## src/rtl/punct_pkg.sv

```systemverilog
package punct_pkg;
  localparam int unsigned MAX_GRP = 32;

  // lowest set mask position at or above from; width when none
  function automatic int unsigned next_kept(input logic [MAX_GRP-1:0] mask,
                                            input int unsigned from,
                                            input int unsigned width);
    int unsigned res;
    res = width;
    for (int unsigned i = MAX_GRP; i > 0; i--) begin
      if ((i - 1) >= from && (i - 1) < width && mask[i-1]) res = i - 1;
    end
    return res;
  endfunction
endpackage

```

## src/rtl/punct_tx.sv

```systemverilog
module punct_tx #(
  parameter int unsigned SYM_W    = 2,
  parameter int unsigned GRP_SYMS = 2
) (
  input  logic                      clk_i,
  input  logic                      rst_ni,
  input  logic [SYM_W*GRP_SYMS-1:0] mask_i,
  input  logic                      sym_valid_i,
  input  logic [SYM_W-1:0]          sym_i,
  output logic                      sym_ready_o,
  output logic                      bit_valid_o,
  output logic                      bit_o,
  input  logic                      bit_ready_i
);
  import punct_pkg::*;

  localparam int unsigned GRP_W  = SYM_W * GRP_SYMS;
  localparam int unsigned POS_W  = $clog2(GRP_W + 1);
  localparam int unsigned IDX_W  = (GRP_W > 1) ? $clog2(GRP_W) : 1;
  localparam int unsigned FILL_W = $clog2(GRP_SYMS + 1);

  logic [GRP_W-1:0]  grp_q, mask_q, eff_mask;
  logic [FILL_W-1:0] fill_q;
  logic [POS_W-1:0]  pos_q, first_pos, next_pos;
  logic [IDX_W-1:0]  pos_idx;
  logic              emit, last_sym, sym_fire, bit_fire;

  assign emit        = (fill_q == FILL_W'(GRP_SYMS));
  assign last_sym    = (fill_q == FILL_W'(GRP_SYMS - 1));
  assign sym_ready_o = !emit;
  assign sym_fire    = sym_valid_i && sym_ready_o;
  assign bit_valid_o = emit && (pos_q < POS_W'(GRP_W));
  assign bit_fire    = bit_valid_o && bit_ready_i;
  assign pos_idx     = pos_q[IDX_W-1:0];
  assign bit_o       = bit_valid_o ? grp_q[pos_idx] : 1'b0;
  // mask of the group is the live input until its first symbol lands
  assign eff_mask    = (fill_q == '0) ? mask_i : mask_q;

  always_comb begin
    first_pos = POS_W'(next_kept(MAX_GRP'(eff_mask), 0, GRP_W));
    next_pos  = POS_W'(next_kept(MAX_GRP'(mask_q), int'(pos_q) + 1, GRP_W));
  end

  always_ff @(posedge clk_i or negedge rst_ni) begin
    if (!rst_ni) begin
      grp_q  <= '0;
      mask_q <= '0;
      fill_q <= '0;
      pos_q  <= '0;
    end else if (sym_fire) begin
      grp_q[int'(fill_q)*SYM_W +: SYM_W] <= sym_i;
      if (fill_q == '0) mask_q <= mask_i;
      fill_q <= fill_q + 1'b1;
      if (last_sym) pos_q <= first_pos;
    end else if (emit) begin
      if (bit_fire) begin
        pos_q <= next_pos;
        if (next_pos == POS_W'(GRP_W)) fill_q <= '0;
      end else if (pos_q == POS_W'(GRP_W)) begin
        fill_q <= '0;  // empty pattern: group dropped
      end
    end
  end
endmodule

```

## src/rtl/punct_rx.sv

```systemverilog
module punct_rx #(
  parameter int unsigned GRP_W = 4
) (
  input  logic             clk_i,
  input  logic             rst_ni,
  input  logic [GRP_W-1:0] mask_i,
  input  logic             bit_valid_i,
  input  logic             bit_i,
  output logic             bit_ready_o,
  output logic             out_valid_o,
  output logic             out_bit_o,
  output logic             out_erase_o,
  input  logic             out_ready_i
);
  localparam int unsigned IDX_W = (GRP_W > 1) ? $clog2(GRP_W) : 1;

  logic [IDX_W-1:0] pos_q;
  logic [GRP_W-1:0] mask_q, eff_mask;
  logic             keep, out_fire, at_start, at_end;

  assign at_start    = (pos_q == '0);
  assign at_end      = (pos_q == IDX_W'(GRP_W - 1));
  assign eff_mask    = at_start ? mask_i : mask_q;
  assign keep        = eff_mask[pos_q];
  assign out_valid_o = keep ? bit_valid_i : 1'b1;
  assign out_bit_o   = keep & bit_i;
  assign out_erase_o = !keep;
  assign bit_ready_o = keep & out_ready_i;
  assign out_fire    = out_valid_o & out_ready_i;

  always_ff @(posedge clk_i or negedge rst_ni) begin
    if (!rst_ni) begin
      pos_q  <= '0;
      mask_q <= '0;
    end else if (out_fire) begin
      if (at_start) mask_q <= mask_i;
      pos_q <= at_end ? '0 : pos_q + 1'b1;
    end
  end
endmodule

```

## src/rtl/punct_pair.sv

```systemverilog
module punct_pair #(
  parameter int unsigned SYM_W    = 2,
  parameter int unsigned GRP_SYMS = 2,
  localparam int unsigned GRP_W   = SYM_W * GRP_SYMS
) (
  input  logic             clk_i,
  input  logic             rst_ni,
  input  logic [GRP_W-1:0] tx_mask_i,
  input  logic             enc_valid_i,
  input  logic [SYM_W-1:0] enc_sym_i,
  output logic             enc_ready_o,
  output logic             ch_valid_o,
  output logic             ch_bit_o,
  input  logic             ch_ready_i,
  input  logic [GRP_W-1:0] rx_mask_i,
  input  logic             rx_valid_i,
  input  logic             rx_bit_i,
  output logic             rx_ready_o,
  output logic             dp_valid_o,
  output logic             dp_bit_o,
  output logic             dp_erase_o,
  input  logic             dp_ready_i
);
  punct_tx #(.SYM_W(SYM_W), .GRP_SYMS(GRP_SYMS)) u_tx (
    .clk_i       (clk_i),
    .rst_ni      (rst_ni),
    .mask_i      (tx_mask_i),
    .sym_valid_i (enc_valid_i),
    .sym_i       (enc_sym_i),
    .sym_ready_o (enc_ready_o),
    .bit_valid_o (ch_valid_o),
    .bit_o       (ch_bit_o),
    .bit_ready_i (ch_ready_i)
  );

  punct_rx #(.GRP_W(GRP_W)) u_rx (
    .clk_i       (clk_i),
    .rst_ni      (rst_ni),
    .mask_i      (rx_mask_i),
    .bit_valid_i (rx_valid_i),
    .bit_i       (rx_bit_i),
    .bit_ready_o (rx_ready_o),
    .out_valid_o (dp_valid_o),
    .out_bit_o   (dp_bit_o),
    .out_erase_o (dp_erase_o),
    .out_ready_i (dp_ready_i)
  );
endmodule

```

## config.mk

```make
export PLATFORM = sky130hd
export DESIGN_NAME = punct_pair
export DESIGN_NICKNAME = d
export VERILOG_FILES = /design/src/rtl/punct_pkg.sv /design/src/rtl/punct_tx.sv /design/src/rtl/punct_rx.sv /design/src/rtl/punct_pair.sv
export SDC_FILE = /design/constraint.sdc
export NUM_CORES = 1
export LEC_CHECK = 0
export BUFFER_PORTS_ARGS = -buffer_cell sky130_fd_sc_hd__buf_2
export CORE_ASPECT_RATIO = 0.75
export CORE_MARGIN = 2
export CORE_UTILIZATION = 49
export CTS_CLUSTER_SIZE = 24
export DETAILED_ROUTE_END_ITERATION = 8
export PLACE_DENSITY_LB_ADDON = 0.3
export SYNTH_ARGS = -nofsm -noshare
export SYNTH_HDL_FRONTEND = slang
export SYNTH_SLANG_ARGS = --single-unit
```

## constraint.sdc

```tcl
create_clock -name clk_i -period 2.07 [get_ports clk_i]
set_input_delay 0.1035 -clock clk_i [delete_from_list [all_inputs] [get_ports clk_i]]
set_output_delay 0.1035 -clock clk_i [all_outputs]
set_load 0.1 [all_outputs]
```

==> summary.md <==
| Metric | Value |
|---|---|
| Hpwl dp | 2188 um |
| FF-to-FF path depth | 7 |
| Max Buffers Root-to-Sink | 2 |
| Clock-pin slew on the worst setup and hold paths | 0.11 ns |
| Req. time, crit path | 1.97 ns |
| Period utilisation layout | 1.015 |
| Layout cells sized above 1 | 0.3313 |
| Slew HR | 0.6793 |
| Tmin final | 2.102 ns |
| DR iter-0 viols | 43 |
| Status | finished with violations |
| Fin Clk Skew | 0.004092 ns |
| Final hold violation count | 0 |
| Die footprint | 0.002936 sq mm |
| Worst Max-Slew Pin Slew | 0.4844 ns |
| Initial antenna violation count | 0 |
| H-tree Lvls | 1 |
| I/O pin cnt | 24 |
| Final wirelength | 2787 um |
| DR DRC count | 0 |
| Max FO, Critical Path | 5 |
| Clock Sinks | 19 |
| Vias in the first global route | 992 |
| FP Rows | 15 |
| Total track usage | 0.2207 |
| Number of CTS-inserted buffers | 3 |
| Mapped Avg Cell Area | 9.781 sq um |
| Max Cap Viol | 0 |
| Root Buffer | clkbuf_4 |
| Crit path cell chain | inv_2 -> ha_4 -> mux2i_1 -> mux4_2 -> or2_4 -> buf_12 |
| Worst Hold Depth | 2 |
| First-pass GRT wire length | 4547 um |
| Dominant synthesized flop cell | dfrtp_1 |
| Pin count of the biggest net entering global routing | 20 |
| Clock Latency Late Sink | 0.30 ns |
| Commonest non-fill, non-tap cell in the layout | dfrtp_1 |
| DR vias/cell | 5.356 |
| Nets | 189 |
| Core area | 0.002346 sq mm |
| Die width | 61.91 um |
| Fin worst setup slack | -0.03188 ns |
| Mapped Cells | 126 |
| P&R area growth vs syn | 27.92% |
| Max incr delay on CP | 0.48 ns |
| Pre-Repair DR Iteration Count | 4 |
| Distinct cell type count of the synthesized netlist | 32 |
| CP Capture Type | primary output |
| Post-DRT Antenna Nets | 0 |
| Crit start category | flop |
| Commonest cells after routing, fill and taps aside | dfrtp_1, buf_2, nand2_1 |
| Max-slew violations | 0 |
| Final setup viols | 3 |
| Finished Layout Cells | 194 |
| Port Buffers | 23 |
| Failing checks | negative setup slack |
| Yosys Warn Count | 0 |
| Total number of vias | 1,039 |
| Synth Net Count | 154 |
| Number of flops mapped to enable cells by yosys | 0 |
| CP Class | flop to primary output |
| Peak Freq | 0.4758 GHz |
| Slowest cell on crit path | mux4_2 |
| Wirelength per Cell | 14.37 um |
| Post-synthesis register bit count | 19 |
| RSZ-0062 raised after global routing | true |
| Final Wtd Congestion | 0.8220 |
| Antenna diode count | 0 |
| Grt total ovfl | 0 |
| Worst hold margin | 0.03174 ns |
| CTS tree | done |
| Asr flop ratio synth | 1.000 |
| Arr. time, crit path | 2.00 ns |
| Hold Path Class | input port to flop |
| Netlist area before placement | 0.001232 sq mm |
| Final Core Density | 0.6720 |
| Sequential share of the synthesized area | 0.3858 |
| Setup TNS | -0.08684 ns |
| Initial Utilization | 0.5253 |
| Die Y | 47.43 um |
| Placed Instances | 187 |
sequential cells by signal, summed over array words and instances, names as in the netlist:
| register | flops |
|---|---|
| u_tx.mask_q | 4 |
| u_rx.mask_q | 4 |
| u_tx.fill_q | 2 |
| u_rx.pos_q | 2 |
| u_tx.grp_q | 4 |
| u_tx.pos_q | 3 |
synthesized netlist by cell type (3+ instances only):
| library cell | instances | area share |
|---|---|---|
| dfrtp_1 | 19 | 0.39 |
| nand2_1 | 12 | 0.037 |
| o21ai_0 | 6 | 0.024 |
| mux2_1 | 6 | 0.055 |
| mux2i_1 | 6 | 0.049 |
| ha_1 | 11 | 0.11 |
| nand3_1 | 4 | 0.016 |
| a21oi_1 | 6 | 0.024 |
| inv_1 | 12 | 0.037 |
| nor2_1 | 12 | 0.037 |
| nor2b_1 | 3 | 0.015 |
worst paths after layout:
path,from,to,slack [ns]
min in group asynchronous,rst_ni,u_tx.fill_q[1]$_DFFE_PN0P_,0.25
hold reg to reg,u_tx.grp_q[3]$_DFFE_PN0P_,u_tx.grp_q[3]$_DFFE_PN0P_,0.50
setup reg to reg,u_rx.pos_q[1]$_DFFE_PN0P_,u_rx.mask_q[3]$_DFFE_PN0P_,0.03
hold / removal,enc_sym_i[1],u_tx.grp_q[1]$_DFFE_PN0P_,0.03
max in group asynchronous,rst_ni,u_rx.pos_q[1]$_DFFE_PN0P_,1.52
setup / recovery,u_rx.pos_q[1]$_DFFE_PN0P_,dp_valid_o,-0.03
per-stage QoR:
| stage | area (sq um) | worst slack (ns) |
|---|---|---|
| floorplan | 1262 | -0.5827 |
| global placement | 1484 | 0.02740 |
| detailed placement | 1484 | -0.05698 |
| CTS | 1567 | -0.03478 |
| global route | 1577 | -0.1174 |
| finish | 1577 | -0.03188 |
worst max-delay path: cells and delay by family (launching register included):
family | cells | cell delay [ns]
multiplexers | 2 | 0.57
flip-flops | 1 | 0.41
AND/OR/NAND/NOR | 1 | 0.28
adder cells (fa/ha/maj) | 1 | 0.18
buffers and inverters | 2 | 0.25
repair_timing:
action	4_1_cts	5_1_grt
resized for setup	10	1
hold buffers	1	0
setup endpoints to repair	10	11
buffers inserted	1	1
hold endpoints to repair	19	0
pin swaps	2	2
cell families (layout without fill, tap and decap cells):
family / after synthesis / in the layout / share of synthesized area
AND/OR/NAND/NOR: 41 / 41 / 0.1696
AO/OA/AOI/OAI: 24 / 24 / 0.1228
flip-flops: 19 / 19 / 0.3858
multiplexers: 16 / 16 / 0.1584
buffers and inverters: 15 / 49 / 0.05178
adder cells (fa/ha/maj): 11 / 11 / 0.1117
layout make-up:
class | count | area (sq um)
Fill cell | 197 | 769.5
Multi-Input combinational cell | 92 | 743.2
Sequential cell | 19 | 475.5
Timing Repair Buffer | 33 | 242.7
Inverter | 12 | 45.04
Tap cell | 34 | 42.54
Clock buffer | 3 | 22.52
Clock inverter | 1 | 5.005
routing by layer:
metal	global-route usage	up-vias	part of all wire
met3	0.06216	2	0.054
li1	-	506	-
met1	0.2969	503	0.46
met4	0.05106	0	0.0036
met5	0	-	0
met2	0.3600	28	0.48
Power is not shown: default switching activity piles up to over one toggle a cycle in this logic, so the estimate is an artifact.
